### src/rtl/hdlc_txs_pkg.sv
package hdlc_txs_pkg;

    localparam int STAT_W = 8;
    localparam int RXE_W  = 5;

    // Status register bit positions (order fixed by the register layout)
    localparam int B_GOAHEAD = 7;
    localparam int B_RXEOP   = 6;
    localparam int B_TXEOP   = 5;
    localparam int B_EOPRD   = 4;
    localparam int B_TXLOW   = 3;
    localparam int B_ABUR    = 2;
    localparam int B_RXFULL  = 1;
    localparam int B_RXOVF   = 0;

    typedef enum logic {
        SEL_RXABORT  = 1'b0,
        SEL_UNDERRUN = 1'b1
    } ab_sel_e;

    // Transmit-side events found in one cycle
    typedef struct packed {
        logic tx_eop;
        logic tx_low;
        logic shared;
    } tx_evt_t;

    function automatic logic [STAT_W-1:0] place_events(
        input tx_evt_t          tev,
        input logic [RXE_W-1:0] rxe
    );
        logic [STAT_W-1:0] v;
        v = '0;
        v[B_GOAHEAD] = rxe[4];
        v[B_RXEOP]   = rxe[3];
        v[B_TXEOP]   = tev.tx_eop;
        v[B_EOPRD]   = rxe[2];
        v[B_TXLOW]   = tev.tx_low;
        v[B_ABUR]    = tev.shared;
        v[B_RXFULL]  = rxe[1];
        v[B_RXOVF]   = rxe[0];
        return v;
    endfunction

endpackage

### src/rtl/txs_fifo.sv
module txs_fifo #(
    parameter int DEPTH = 128,
    parameter int DW    = 8,
    localparam int PTR_W = (DEPTH > 1) ? $clog2(DEPTH) : 1,
    localparam int CNT_W = $clog2(DEPTH + 1)
) (
    input  logic             clk,
    input  logic             rst,
    input  logic             wr_en,
    input  logic [DW-1:0]    wr_data,
    input  logic             rd_en,
    output logic [DW-1:0]    rd_data,
    output logic             rd_valid,
    output logic             rd_accept,
    output logic             empty,
    output logic [CNT_W-1:0] level,
    output logic [CNT_W-1:0] level_nx
);

    localparam logic [CNT_W-1:0] FULL_LVL = CNT_W'(DEPTH);
    localparam logic [PTR_W-1:0] LAST_PTR = PTR_W'(DEPTH - 1);

    logic [DW-1:0]    mem [DEPTH];
    logic [PTR_W-1:0] wr_ptr, rd_ptr;
    logic             full, wr_accept;

    assign empty     = (level == '0);
    assign full      = (level == FULL_LVL);
    assign wr_accept = wr_en && !full;
    assign rd_accept = rd_en && !empty;

    function automatic logic [PTR_W-1:0] bump(input logic [PTR_W-1:0] p);
        return (p == LAST_PTR) ? '0 : p + 1'b1;
    endfunction

    always_comb begin
        level_nx = level;
        unique case ({wr_accept, rd_accept})
            2'b10:   level_nx = level + 1'b1;
            2'b01:   level_nx = level - 1'b1;
            default: level_nx = level;
        endcase
    end

    always_ff @(posedge clk) begin
        if (wr_accept) begin
            mem[wr_ptr] <= wr_data;
        end
    end

    always_ff @(posedge clk) begin
        if (rst) begin
            wr_ptr   <= '0;
            rd_ptr   <= '0;
            level    <= '0;
            rd_valid <= 1'b0;
            rd_data  <= '0;
        end else begin
            level    <= level_nx;
            rd_valid <= rd_accept;
            if (wr_accept) begin
                wr_ptr <= bump(wr_ptr);
            end
            if (rd_accept) begin
                rd_ptr  <= bump(rd_ptr);
                rd_data <= mem[rd_ptr];
            end
        end
    end

    // level never exceeds the depth
    a_r3_no_overflow: assert property (@(posedge clk) disable iff (rst)
        level <= FULL_LVL);

    // a write into a full FIFO with no read leaves it full, nothing lost or added
    a_r3_full_drop: assert property (@(posedge clk) disable iff (rst)
        (wr_en && full && !rd_en) |=> (level == FULL_LVL));

    // a strobe on a non-empty FIFO yields a valid byte next cycle
    a_r2_valid_after_read: assert property (@(posedge clk) disable iff (rst)
        (rd_en && !empty) |=> rd_valid);

    // a strobe on an empty FIFO yields no byte
    a_r5_no_valid_on_empty: assert property (@(posedge clk) disable iff (rst)
        (rd_en && empty) |=> !rd_valid);

endmodule

### src/rtl/txs_events.sv
module txs_events
    import hdlc_txs_pkg::*;
#(
    parameter int CNT_W = 8
) (
    input  logic               rd_en,
    input  logic               rd_accept,
    input  logic               empty,
    input  logic [CNT_W-1:0]   level,
    input  logic [CNT_W-1:0]   level_nx,
    input  logic [CNT_W-1:0]   low_mark,
    input  logic               flag_done,
    input  logic               abort_done,
    input  logic               rx_abort,
    input  ab_sel_e            sel,
    input  logic [RXE_W-1:0]   rx_evt,
    output logic [STAT_W-1:0]  set_vec
);

    tx_evt_t tev;
    logic    crossing, underrun;

    // Edge detect on the level: above-or-at before, below after, caused by a read
    assign crossing = rd_accept && (level >= low_mark) && (level_nx < low_mark);
    assign underrun = rd_en && empty;

    always_comb begin
        tev.tx_eop = flag_done || abort_done;
        tev.tx_low = crossing;
        unique case (sel)
            SEL_UNDERRUN: tev.shared = underrun;
            default:      tev.shared = rx_abort;
        endcase
    end

    assign set_vec = place_events(tev, rx_evt);

endmodule

### src/rtl/txs_stat_reg.sv
module txs_stat_reg
    import hdlc_txs_pkg::*;
(
    input  logic              clk,
    input  logic              rst,
    input  logic [STAT_W-1:0] set_vec,
    input  logic              clr,
    input  logic [STAT_W-1:0] mask,
    output logic [STAT_W-1:0] stat,
    output logic              irq
);

    logic [STAT_W-1:0] keep;

    assign keep = clr ? '0 : stat;

    always_ff @(posedge clk) begin
        if (rst) begin
            stat <= '0;
        end else begin
            stat <= keep | set_vec;
        end
    end

    assign irq = |(stat & ~mask);

    // a read with no concurrent event empties the register
    a_r8_clear_on_read: assert property (@(posedge clk) disable iff (rst)
        (clr && (set_vec == '0)) |=> (stat == '0));

    // an event arriving with a read survives it
    a_r8_event_kept: assert property (@(posedge clk) disable iff (rst)
        (set_vec != '0) |=> ((stat & $past(set_vec)) == $past(set_vec)));

    // no flags, no interrupt
    a_r10_quiet: assert property (@(posedge clk) disable iff (rst)
        (stat == '0) |-> !irq);

endmodule

### src/rtl/hdlc_tx_stat.sv
module hdlc_tx_stat
    import hdlc_txs_pkg::*;
#(
    parameter int DEPTH = 128,
    parameter int DW    = 8,
    localparam int CNT_W = $clog2(DEPTH + 1)
) (
    input  logic              clk,
    input  logic              rst,
    input  logic              host_wr_en,
    input  logic [DW-1:0]     host_wr_data,
    input  logic              tx_rd_en,
    output logic [DW-1:0]     tx_rd_data,
    output logic              tx_rd_valid,
    input  logic              tx_flag_done,
    input  logic              tx_abort_done,
    input  logic              rx_abort_evt,
    input  logic [RXE_W-1:0]  rx_evt,
    input  logic              sel_underrun,
    input  logic [CNT_W-1:0]  low_thresh,
    input  logic              stat_rd,
    output logic [STAT_W-1:0] stat_out,
    input  logic [STAT_W-1:0] irq_mask,
    output logic              irq
);

    logic              rd_accept, fifo_empty;
    logic [CNT_W-1:0]  level, level_nx;
    logic [STAT_W-1:0] set_vec;
    ab_sel_e           sel;

    assign sel = sel_underrun ? SEL_UNDERRUN : SEL_RXABORT;

    txs_fifo #(.DEPTH(DEPTH), .DW(DW)) u_fifo (
        .clk       (clk),
        .rst       (rst),
        .wr_en     (host_wr_en),
        .wr_data   (host_wr_data),
        .rd_en     (tx_rd_en),
        .rd_data   (tx_rd_data),
        .rd_valid  (tx_rd_valid),
        .rd_accept (rd_accept),
        .empty     (fifo_empty),
        .level     (level),
        .level_nx  (level_nx)
    );

    txs_events #(.CNT_W(CNT_W)) u_events (
        .rd_en      (tx_rd_en),
        .rd_accept  (rd_accept),
        .empty      (fifo_empty),
        .level      (level),
        .level_nx   (level_nx),
        .low_mark   (low_thresh),
        .flag_done  (tx_flag_done),
        .abort_done (tx_abort_done),
        .rx_abort   (rx_abort_evt),
        .sel        (sel),
        .rx_evt     (rx_evt),
        .set_vec    (set_vec)
    );

    txs_stat_reg u_stat (
        .clk     (clk),
        .rst     (rst),
        .set_vec (set_vec),
        .clr     (stat_rd),
        .mask    (irq_mask),
        .stat    (stat_out),
        .irq     (irq)
    );

    // underrun mode, empty read raises bit 2
    a_r5_underrun: assert property (@(posedge clk) disable iff (rst)
        (sel_underrun && tx_rd_en && fifo_empty) |=> stat_out[B_ABUR]);

    // receive-abort mode, abort pulse raises bit 2
    a_r6_rx_abort: assert property (@(posedge clk) disable iff (rst)
        (!sel_underrun && rx_abort_evt) |=> stat_out[B_ABUR]);

    // end of packet from either completion pulse
    a_r7_tx_eop: assert property (@(posedge clk) disable iff (rst)
        (tx_flag_done || tx_abort_done) |=> stat_out[B_TXEOP]);

    // a read that moves the level under the mark raises bit 3
    a_r4_low_cross: assert property (@(posedge clk) disable iff (rst)
        (rd_accept && (level >= low_thresh) && (level_nx < low_thresh))
        |=> stat_out[B_TXLOW]);

    // go-ahead event lands on bit 7
    a_r9_goahead: assert property (@(posedge clk) disable iff (rst)
        rx_evt[4] |=> stat_out[B_GOAHEAD]);

endmodule

### config.mk
export PLATFORM = sky130hd
export DESIGN_NAME = hdlc_tx_stat
export DESIGN_NICKNAME = d
export VERILOG_FILES = /design/src/rtl/hdlc_txs_pkg.sv /design/src/rtl/txs_fifo.sv /design/src/rtl/txs_events.sv /design/src/rtl/txs_stat_reg.sv /design/src/rtl/hdlc_tx_stat.sv
export SDC_FILE = /design/constraint.sdc
export NUM_CORES = 1
export LEC_CHECK = 0
export CAP_MARGIN = 5
export CORE_MARGIN = 10
export CORE_UTILIZATION = 56
export DETAILED_ROUTE_END_ITERATION = 10
export PLACE_DENSITY = 0.77
export SYNTH_ARGS = -nofsm -noshare
export SYNTH_HDL_FRONTEND = slang
export SYNTH_SLANG_ARGS = --single-unit
### constraint.sdc
create_clock -name clk -period 4.5 [get_ports clk]
set_input_delay 0.675 -clock clk [delete_from_list [all_inputs] [get_ports clk]]
set_output_delay 0.675 -clock clk [all_outputs]
set_load 0.05 [all_outputs]
Word level (Yosys, flattened, before mapping)
Memory sizes are Yosys's and may differ from the RTL's. A register that Yosys moved wholly into a read port is not among the register bits.
Index checks and enable logic that the tools add are counted.
Storage, ports and cells
  register bits: 31
  memory bits (writable): 1024
  output and inout port bits: 18
  word-level logic and storage cells: 38
  memories kept: 1
Cells by class
  add/sub/neg operators: 4
  order comparisons: 2
  eq/ne operators: 5
  muxes and demuxes: 8
  bitwise logic cells: 3
  reduce and logical (&&, ||, !) cells: 10
Memories
  u_fifo.mem: depth 128, bits a word 8, rd ports 1, clocked after Yosys merged registers in 1, wr ports 1, line txs_fifo.sv:23  | logic [DW-1:0] mem [DEPTH];
Operators with widths (count)
  $pmux 8 s2: 1
  $add 7x1->7 const B: 2
  $eq 7x7->1 const B: 2
  $mux 7: 2
  $add 8x1->8 const B: 1
  $and 8x8->8: 1
  $eq 8x8->1 const B: 1
  $ge 8x8->1: 1
  $logic_not 8->1: 1
  $lt 8x8->1: 1
  $mux 8: 1
  $not 8->8: 1
  $or 8x8->8: 1
  $reduce_or 8->1: 1
  $sub 8x1->8 const B: 1
  $logic_and 1x1->1: 5
  $mux 1: 4
  $eq 2x1->1 const B: 1
  $eq 2x2->1 const B: 1
  $logic_not 1->1: 2
  $logic_or 1x1->1: 1

Longest topological paths before layout
Gate-level depths: netlist of run 1.
  depth in word-level cells: 8
  mapped depth: 20
  mapped depth without buffers: 16

Modules after synthesis
From an unflattened synthesis of run 1, not the netlist that was laid out.
Second synthesis, totals
  cells, all modules: 2161
  area total of the unflattened synthesis: 42029.1 sq um
By module, submodules not included
  txs_fifo: instances 1, cells each 2068, area each 41309.6 sq um, sequential area each 31370.1 sq um
  txs_events: instances 1, cells each 54, area each 419.2 sq um, sequential area each 0.0 sq um
  txs_stat_reg: instances 1, cells each 39, area each 300.3 sq um, sequential area each 160.2 sq um

Worst setup path before layout of run 1
No wires, ideal clock.
  path kind: register -> register
  start point: register u_fifo.level[5]
  end point: register u_stat.stat[3]
  arrival time: 4.314 ns
  required time: 4.442 ns
  slack: 0.128 ns
  stages on the path, launching flop included: 21
  path buffers: 4
  cell sequence: dfxtp_1 clkbuf_1 nor4_1 a21bo_2 inv_2 buf_1 ha_1 clkbuf_1 buf_1 xor2_1 ha_1 and3b_1 o21ai_0 a21oi_1 a211oi_1 xor2_1 ha_1 a21o_1 a211oi_1 a21o_1 a31o_2
Between the ends
  word-level cells in the longest chain between the ends: 8
  elaborated cells between the ends (all ways): 16
  classes of those cells: add/sub: 2; order compare: 2; eq/ne: 3; mux: 1; bitwise: 1; reduce/logical: 7
Ends and longest elaborated chain
  start: declaration: line txs_fifo.sv:16  | output logic [CNT_W-1:0] level,
  start signal: assignment: line txs_fifo.sv:59  | level <= level_nx;
  $logic_not 8->1 *: line txs_fifo.sv:27  | assign empty = (level == '0);
  $logic_not 1->1 *: line txs_fifo.sv:30  | assign rd_accept = rd_en && !empty;
  $logic_and 1x1->1 *: line txs_fifo.sv:30
  via rd_accept: line hdlc_tx_stat.sv:27  | logic rd_accept, fifo_empty;
  $eq 2x1->1 or $eq 2x2->1 (tied branches): line txs_fifo.sv:38  | unique case ({wr_accept, rd_accept})
  $pmux 8 s2 *: line txs_fifo.sv:38
  via level_nx[4]: line hdlc_tx_stat.sv:28  | logic [CNT_W-1:0] level, level_nx;
  $lt 8x8->1 *: line txs_events.sv:24  | assign crossing = rd_accept && (level >= low_mark) && (level_nx < low_mark);
  $logic_and 1x1->1 *: line txs_events.sv:24
  $or 8x8->8 *: line txs_stat_reg.sv:21  | stat <= keep | set_vec;
  end signal: assignment: line txs_stat_reg.sv:21
  end: declaration: line txs_stat_reg.sv:9  | output logic [STAT_W-1:0] stat,
Mark *: on every way through the listed nets, which the timed path passes. The rest lies on a longest branch.
A chain may end at the register's enable or synchronous reset.

Worst setup path after layout of run 1
  start point: register u_fifo.level[5]
  end point: register u_stat.stat[3]
Between the ends
  word-level cells in the longest chain between the ends: 8
  elaborated cells between the ends (all ways): 16
  classes of those cells: add/sub: 2; order compare: 2; eq/ne: 3; mux: 1; bitwise: 1; reduce/logical: 7
Ends and longest elaborated chain (line)
  branches (longest 4 deep; another with $sub 8x1->8)
  $pmux 8 s2 *: txs_fifo.sv:38
  via level_nx[7]: hdlc_tx_stat.sv:28
  $lt 8x8->1 *: txs_events.sv:24
  $logic_and 1x1->1 *: txs_events.sv:24
  $or 8x8->8 *: txs_stat_reg.sv:21
Mark *: on every way through the listed nets, which the timed path passes.

==> qor_table.md, run 1 <==
| Result | This run |
|:---|:---|
| Status | completed |
| Initial antenna violation count | 1 |
| Via count of the first global-routing pass | 22300 |
| Standard cell area after detailed placement | 44300 µm² |
| First-pass DRT Iterations | 6 |
| Total power after layout | 0.0233 W |
| Final-report setup violation count | 0 |
| Final critical-path share of the clock period | 91.2% |
| Cell type with the largest total area after synthesis | sky130_fd_sc_hd__edfxtp_1 |
| Remaining max-slew budget at the tightest pin | 19.2% |
| Clock latency at the later pin of the worst-skew pair | 0.67 ns |
| Core Area | 75700 µm² |
| Setup clock skew after layout | 0.0303 ns |
| Starting Density | 56.4% |
| Register cell area after layout | 31500 µm² |
| Syn Inst Count | 2243 |
| Register bit total from synthesis | 1063 |
| Category of the critical setup timing path | reg -> reg |
| Worst hold-check slack | 0.521 ns |
| Post-Synthesis Net Count | 2301 |
| Total wire length after detailed routing | 99000 µm |
| Antenna diode count | 0 |
| Floorplan die width | 296 µm |
| Clock edge transition at the registers on the reported setup and hold paths | 0.06 ns |
| Overall die height | 296 µm |
| Max Clock Freq | 244 MHz |
| WP buf/inv | 2 |
| Num CTS Buffers | 102 |
| Aggregate global routing overflow | 0 |
| Synth Flop Type | sky130_fd_sc_hd__edfxtp_1 |
| Final worst path period need | 4.10 ns |
| Power per cell area | 489 nW/µm² |
| Actual transition at the worst max-transition pin | 1.21 ns |
| Total Negative Setup Slacks | 0 ns |
| Maximum buffer depth of the clock tree | 3 |
| Sequential-to-total area share from yosys stat | 73.9% |
| Leading cell type in the layout, fill and taps excluded | sky130_fd_sc_hd__edfxtp_1 |
| Area of combinational cells with multiple inputs | 10100 µm² |
| Number of enable flip-flop cells after synthesis | 1024 |
| Number of remaining DRC errors | 0 |
| Die footprint | 87700 µm² |
| Fraction of synthesis flops using an asynchronous set or reset pin | 0% |
| Root buffer cell | sky130_fd_sc_hd__clkbuf_16 |
| Fraction of final layout cells sized beyond drive strength 1 | 17.9% |
| DRT antenna net count | 0 |
| Maximum number of pins on one net before global-route repair | 129 |
| Number of pins with negative max-slew slack in the final report | 0 |
| Detailed Place HPWL | 59500 µm |
| Family with the most delay on the worst path | compound AO/OA/AOI/OAI gates |
| Starting DRC count in detailed routing | 2964 |
| Per-cell via count in the routed design | 6.56 |
| Cell occurring most often along the worst timing path | sky130_fd_sc_hd__ha_1 |
| Global-route usage over all layers | 22.6% |
| TritonCTS clock tree | done |
| Number of nets in the layout | 2434 |
| Delay of the slowest cell on the worst path | 0.54 ns |
| Crit path max fanout | 18 |
| CTS H-tree depth | 3 |
| Arrival time at the worst endpoint | 4.67 ns |
| Weighted congestion reported at the end of routability-driven placement | 0.885 |
| Largest cells by area after synthesis | sky130_fd_sc_hd__edfxtp_1 72%, sky130_fd_sc_hd__mux4_2 8.1%, sky130_fd_sc_hd__mux2i_1 4.6%, sky130_fd_sc_hd__mux4_1 2.0%, sky130_fd_sc_hd__dfxtp_1 1.8% |
| Wire length of the first global-routing pass | 147000 µm |
| Average cell area after synthesis | 19.0 µm² |
| Post-synth top area share | 72.1% |
| Type of destination of the critical path | flop |
| Synth Warn # | 0 |
| Final-layout fill cell count | 4919 |
| Instance count after placement with tap cells included | 3250 |
| Setup repair after global routing missed its margin | no |
| Max_cap viols | 0 |
| Path category of the worst min-delay check | reg -> reg |
| IO buf count | 55 |
| Distinct cells, synth | 78 |
| Final std cells w/o fill | 3435 |
| Standard-cell row count | 101 |
| Combined area of all synthesized cells | 42700 µm² |
| Commonest cells after routing, fill and taps aside | 1024 x sky130_fd_sc_hd__edfxtp_1, 198 x sky130_fd_sc_hd__mux2i_1, 197 x sky130_fd_sc_hd__nor2_1 |
| Worst path cell trace | or4b_1 > o21a_1 > inv_1 > ha_1 > buf_4 > and3b_1 > o21ai_1 > and2_1 > a41oi_1 > a211oi_1 > xor2_1 > ha_1 > o21ai_0 > a21o_1 > a31o_2 |
| Worst Setup Start Kind | flop |
| Total via count in the routed design | 22500 |
| Worst-case vdd ir drop | 0.333 mV |
| Layout Cell Area excl Fill | 47600 µm² |
| Critical-path cell with the highest stage delay | sky130_fd_sc_hd__or4b_1 |
| Cell leakage power | 14.8 nW |
| Total I/O pin count | 56 |
| Detailed-route wire length per cell | 28.8 µm |
| Count of endpoints failing hold in the final timing report | 0 |
| Area delta synth->final | 11.4% |
| Data required, critical path | 5.06 ns |
| Clock net sink count | 1063 |
## through the flow
stage               util [%]  setup slack (ns)
floorplan                  -             0.128
global placement        58.6             0.206
detailed placement      58.6             0.154
CTS                     62.8             0.301
global route            62.8            0.0910
finish                  62.8             0.398
## layout make-up
type	instances	share of cell area [%]
Timing Repair Buffer	158	2.98
Inverter	25	0.203
Clock buffer	125	5.64
Clock inverter	60	1.12
Multi-Input combinational cell	1026	21.2
Sequential cell	1063	66.3
Tap cell	978	2.57
## layer usage
metal | vias to the layer above | global-route usage (%) | wire (µm)
li1 | 9376 | - | -
met1 | 11600 | 31.8 | 38900
met2 | 1382 | 35.1 | 46500
met3 | 209 | 4.12 | 10000
met4 | 2 | 8.83 | 3580
met5 | - | 0 | 9
## cell usage after synthesis, types with 5 or more instances
cell type                   count
sky130_fd_sc_hd__buf_6         32
sky130_fd_sc_hd__nor2_1       197
sky130_fd_sc_hd__o21ai_0       32
sky130_fd_sc_hd__dfxtp_1       39
sky130_fd_sc_hd__o22ai_1       51
sky130_fd_sc_hd__nand3_1       31
sky130_fd_sc_hd__nor2b_1       17
sky130_fd_sc_hd__nor3_1         8
sky130_fd_sc_hd__nand2_1       43
sky130_fd_sc_hd__xnor2_1        5
sky130_fd_sc_hd__inv_1         23
sky130_fd_sc_hd__a22oi_1       24
sky130_fd_sc_hd__a31oi_1        6
sky130_fd_sc_hd__a21oi_1       52
sky130_fd_sc_hd__nand3b_1       8
sky130_fd_sc_hd__a2111oi_1      5
sky130_fd_sc_hd__ha_1          20
sky130_fd_sc_hd__a2111oi_0      8
sky130_fd_sc_hd__mux4_1        33
sky130_fd_sc_hd__buf_12         7
sky130_fd_sc_hd__buf_2         36
sky130_fd_sc_hd__buf_4         14
sky130_fd_sc_hd__a21o_1         6
sky130_fd_sc_hd__edfxtp_1    1024
sky130_fd_sc_hd__clkbuf_1      29
sky130_fd_sc_hd__nand4_1        8
sky130_fd_sc_hd__mux2i_1      198
sky130_fd_sc_hd__xor2_1        10
sky130_fd_sc_hd__o211ai_1       5
sky130_fd_sc_hd__mux4_2       154
sky130_fd_sc_hd__a211oi_1      14
sky130_fd_sc_hd__and2_1         5
sky130_fd_sc_hd__o221ai_1      11
## tightest hold or removal path, cell delays in order (launching register included)
cell and delay, ns:
sky130_fd_sc_hd__dfxtp_1 0.31, sky130_fd_sc_hd__nor2_1 0.10, sky130_fd_sc_hd__a2111oi_1 0.06
## final timing paths
kind	depth (start not counted)	slack, ns	to	startpoint
min reg2reg	2	0.52	u_fifo.rd_data[0]	u_fifo.rd_data[0]
max reg2reg	15	0.40	u_stat.stat[3]	u_fifo.level[5]
min	2	0.52	u_fifo.rd_data[0]	u_fifo.rd_data[0]
max	15	0.40	u_stat.stat[3]	u_fifo.level[5]
## logic make-up after synthesis
logic type	Yosys count	synth area share, %
AOI/OAI and AO/OA	249	4.00
muxes	389	14.9
adders and majority gates	20	0.586
and+or+nand+nor	353	3.77
xor gates and xnor gates	15	0.308
buffers and inverters	154	2.55
DFF	1063	73.9
## flip-flops by register name, indices dropped and copies added, names as in the netlist
signal           cells
u_fifo.mem        1024
u_fifo.level         8
u_fifo.rd_data       8
u_fifo.rd_valid      1
u_fifo.wr_ptr        7
u_stat.stat          8
u_fifo.rd_ptr        7
## power breakdown
group,switching [W],internal [W],leakage [nW]
sequential,0.000248,0.0109,9.53
combinational,0.00212,0.00169,3.66
clock,0.00357,0.00469,1.58
total,0.00594,0.0173,14.8
## what timing repair did
| action | in CTS | in global routing |
|---|---|---|
| setup buffers | 0 | 0 |
| gates resized for setup | 0 | 2 |
| hold buffers | 0 | 0 |
| endpoints found under the setup margin | 0 | 1 |
No activity file was read; power rests on OpenSTA's default activity.
==> run 2, diff against run 1 <==
--- a/config.mk
+++ b/config.mk
@@ -10,6 +10,7 @@
 export CORE_UTILIZATION = 56
 export DETAILED_ROUTE_END_ITERATION = 10
 export PLACE_DENSITY = 0.77
+export SKIP_LAST_GASP = 1
 export SYNTH_ARGS = -nofsm -noshare
 export SYNTH_HDL_FRONTEND = slang
 export SYNTH_SLANG_ARGS = --single-unit
==> results of run 2 <==
No change in the layout: final DEF, timing and power equal those of run 1.
